## src/rtl/ppoll_responder.sv

```systemverilog
module ppoll_responder #(
  parameter logic [7:0] CFG_CODE = 8'h05
) (
  input  logic       clk,
  input  logic       rst_n,
  input  logic       reg_wr,
  input  logic [7:0] reg_wdata,
  output logic [7:0] reg_rdata,
  input  logic       cmd_valid,
  input  logic [7:0] cmd_byte,
  input  logic [7:0] stat_byte,
  input  logic       poll_req,
  input  logic       local_dis,
  output logic       ist,
  output logic [7:0] poll_data
);
  localparam logic [2:0] EN_TAG  = 3'b110;
  localparam logic [2:0] DIS_TAG = 3'b111;

  logic [7:0] mask_q;
  logic       armed_q, cfg_q, sense_q;
  logic [2:0] pos_q;

  wire is_cfg = cmd_valid && (cmd_byte == CFG_CODE);
  wire is_en  = cmd_valid && (cmd_byte[6:4] == EN_TAG);
  wire is_dis = cmd_valid && (cmd_byte[6:4] == DIS_TAG);

  always_ff @(posedge clk) begin
    if (!rst_n) begin
      mask_q  <= '0;
      armed_q <= 1'b0;
      cfg_q   <= 1'b0;
      sense_q <= 1'b0;
      pos_q   <= '0;
    end else begin
      if (reg_wr) mask_q <= reg_wdata;
      if (local_dis) begin
        armed_q <= 1'b0;
        cfg_q   <= 1'b0;
      end else if (cmd_valid) begin
        armed_q <= is_cfg;
        if (armed_q && is_en) begin
          cfg_q   <= 1'b1;
          sense_q <= cmd_byte[3];
          pos_q   <= cmd_byte[2:0];
        end
        if (armed_q && is_dis) cfg_q <= 1'b0;
      end
    end
  end

  assign reg_rdata = mask_q;
  assign ist       = |(mask_q & stat_byte);

  wire respond = poll_req && cfg_q && (ist == sense_q);
  assign poll_data = respond ? (8'b1 << pos_q) : 8'h00;


  mask_wr_chk: assert property (@(posedge clk) disable iff (!rst_n)
    reg_wr |=> reg_rdata == $past(reg_wdata));


  enable_take_chk: assert property (@(posedge clk) disable iff (!rst_n)
    (armed_q && is_en && !local_dis) |=> (cfg_q && sense_q == $past(cmd_byte[3]) && pos_q == $past(cmd_byte[2:0])));


  unarmed_enable_chk: assert property (@(posedge clk) disable iff (!rst_n)
    (!armed_q && !cfg_q && cmd_valid) |=> !cfg_q);


  local_dis_chk: assert property (@(posedge clk) disable iff (!rst_n)
    local_dis |=> (!cfg_q && !armed_q && poll_data == 8'h00));


  onehot_resp_chk: assert property (@(posedge clk) disable iff (!rst_n)
    $onehot0(poll_data));


  idle_lines_chk: assert property (@(posedge clk) disable iff (!rst_n)
    !poll_req |-> poll_data == 8'h00);
endmodule

```

## config.mk

```make
export PLATFORM = sky130hd
export DESIGN_NAME = ppoll_responder
export DESIGN_NICKNAME = d
export VERILOG_FILES = /design/src/rtl/ppoll_responder.sv
export SDC_FILE = /design/constraint.sdc
export NUM_CORES = 1
export LEC_CHECK = 0
export ABC_AREA = 1
export BUFFER_PORTS_ARGS = -buffer_cell sky130_fd_sc_hd__buf_2
export CAP_MARGIN = 20
export CORE_MARGIN = 5
export CORE_UTILIZATION = 43
export DETAILED_ROUTE_END_ITERATION = 6
export PLACE_DENSITY = 0.9
export SLEW_MARGIN = 10
export SYNTH_ARGS = -nofsm -noshare
export SYNTH_HDL_FRONTEND = slang
export SYNTH_SLANG_ARGS = --single-unit
export TNS_END_PERCENT = 10
```

## constraint.sdc

```tcl
create_clock -name clk -period 3.2 [get_ports clk]
set_input_delay 0.8 -clock clk [delete_from_list [all_inputs] [get_ports clk]]
set_output_delay 0.8 -clock clk [all_outputs]
set_load 0.05 [all_outputs]
```

==> impl_results.md <==
- CTS H-tree lvls: 1
- P&R area growth vs syn: 38.2%
- Slew of the pin with the lowest slew margin: 0.244 ns
- Maxcap violations: 0
- CP bufs+invs: 2
- Gp weighted congestion: about 0.8
- CP required: 2.40 ns
- Routed vias/inst: about 4.8
- CP max stage delay: about 0.27 ns
- Final nets: about 190
- Initial antenna violation count: 0
- Switching pwr: 0.119 mW
- Crit. End Element: output port
- # setup viols final: 0
- Pwr Total: roughly 0.37 mW
- Register share of total power: ~50%
- CTS Sinks: 14
- Fin crit period: 2.58 ns
- Commonest non-fill, non-tap cell in the layout: buf_2
- Die Wd: a little over 50 um
- Vias in the first global route: 766
- Worst slack, placed: just over 0.6 ns
- Max Freq: a little under 400 MHz
- Setup ws final: approximately 0.62 ns
- Kind of critical path: input pin to output port
- Critical path's top delay family: simple AND/OR/NAND/NOR gates
- Sw frac: around a third
- Largest net degree at the start of global routing: 10
- Crit path DAT: 1.78 ns
- Clk pin slew, worst setup/hold paths: 0.08 ns
- Tcrit/Tclk final: around four fifths
- Cells after synthesis: approximately 110
- Post-Syn Area: just over 700 sq um
- Cell variety after synth: 13
- VDD IR max: ~0.26 mV
- Final Hold Viols: 0
- Share of cells above drive strength 1: between 30% and 40%
- Total CTS buffers: 3
- Pwr Density: 378 nW/um^2
- Worst Setup Start Kind: input pin
- DR vias: a little over 800
- Comb pwr share: approximately 24%
- Yosys warning count: 0
- #FFs+latches synth: 14
- Setup TNS: 0 ns
- Clock share of power: 25.8%
- Final ANT Viol Nets: 0
- RSZ-0062 raised after global routing: no
- CTS tree: built
- I/O pin cnt: 47
- Worst Skew: about 0.00024 ns
- CP Max Fanout: 8
- Hold WC Path Type: flop to flop
- Die Y: ~51 um
- Area share of the largest cell type after synthesis: a little under 40%
- Int Power: 0.253 mW
- Synth area leader: dfxtp_1
- Post-Syn Nets: 138
- CTS root buf: clkbuf_4
- Total core area: 1540 sq um
- Clk Latency, worst-skew pair: between 0.2 and 0.3 ns
- CP max-delay cell: buf_2
- Sequential share of the synthesized area: just under 40%
- Worst slew margin: between 80% and 90%
- Std cell rows: 14
- CTS Buffer Depth: 2
- Hold Buf Count CTS: 0
- Wirelength, routed: 1.89 mm
- Starting Density: around 46%
- Post-synthesis average cell area: 6.60 sq um
- Synth top area cells: dfxtp_1, nor2_1, nand2_1
- Grt total ovfl: 0
- CTS resizes: 0
- Post-DP HPWL: 1.54 mm
- Inserted Diodes: 0
- Post-CTS setup buffers: 0
- Worst path cell trace: buf_2 -> nand2_1 -> nand2_1 -> nor2_2 -> nand2_2 -> nand2_2 -> nand3_4 -> nor2_1 -> buf_2
- P_leak: 0.497 nW
- Pins over their slew limit: 0
- Initial DRC Count: 11
- Die area: 2570 sq um
- First-pass GRT wire length: around 3.1 mm
- TritonRoute pass-1 iters: 4
- PortBufs: 46
- DRC violations left: 0
- Tot GR Track Use: 15.1%
- Commonest non-fill, non-tap cells in the layout: buf_2, nor2_1, nand2_1
- WL per Instance: 10.9 um
- Outcome: complete, no violations
area by class of cell:
type	instances	area [sq um]
multi-input combinational	84	395
clock buffer	3	22.5
inverter	10	37.5
timing repair buffer	46	230
tap	16	20.0
fill	152	556
sequential	14	280
worst min-delay path, stage by stage (launching register included):
cell and delay (ns):
dfxtp_1 0.33, nand2_1 0.06, a21oi_1 0.05
logic make-up after synthesis:
logic type      after synthesis  share of synthesized area, %
simple gates                 69                          44.9
compound gates               15                          10.5
flops                        14                          39.3
buf+inv                      10                          5.26
registers in the layout, summed over array words and instances (netlist names):
| name | count |
|---|---|
| reg_rdata | 8 |
| pos_q | 3 |
| armed_q | 1 |
| cfg_q | 1 |
| sense_q | 1 |
per-layer routing:
layer	global-route usage (%)	wire length, um
met4	7.66	27
met3	2.96	149
met5	0	0
met2	26.9	916
met1	16.6	800
cells in the mapped netlist, drive strengths merged:
library cell / n
o21ai: 9
nand4: 1
nand2: 21
nand3: 15
inv: 10
nor3b: 1
dfxtp: 14
a21oi: 6
nor2: 31
power by group through the flow:
stage / Combinational [mW] / Clock, mW / Sequential [mW]
floorplan: 0.0308 / 0 / 0.214
global placement: 0.0877 / 0 / 0.190
detailed placement: 0.0895 / 0 / 0.191
CTS: 0.0901 / 0.0986 / 0.187
global route: 0.0975 / 0.110 / 0.188
finish: 0.0896 / 0.0960 / 0.187
per-stage QoR:
stage | util [%] | hold slack (ns) | cell area [sq um] | cells
final | 64.0 | 0.486 | 986 | 173
after floorplan | - | 0.454 | 713 | 108
after global placement | 62.5 | 0.472 | 963 | 170
after CTS | 64.0 | 0.486 | 986 | 173
after detailed placement | 62.5 | 0.474 | 963 | 170
after global routing | 64.0 | 0.535 | 986 | 173
path summary, 6_finish.rpt:
kind                         from               endpoint  slack, ns  cells past startpoint
min          sense_q$_SDFFE_PN0P_   sense_q$_SDFFE_PN0P_       0.49                      2
min reg2reg  sense_q$_SDFFE_PN0P_   sense_q$_SDFFE_PN0P_       0.49                      2
max reg2reg  armed_q$_SDFFE_PP0P_  pos_q[1]$_SDFFE_PN0P_       2.19                      5
max                  stat_byte[6]           poll_data[3]       0.62                      9
(Power assumes the default switching activity.)
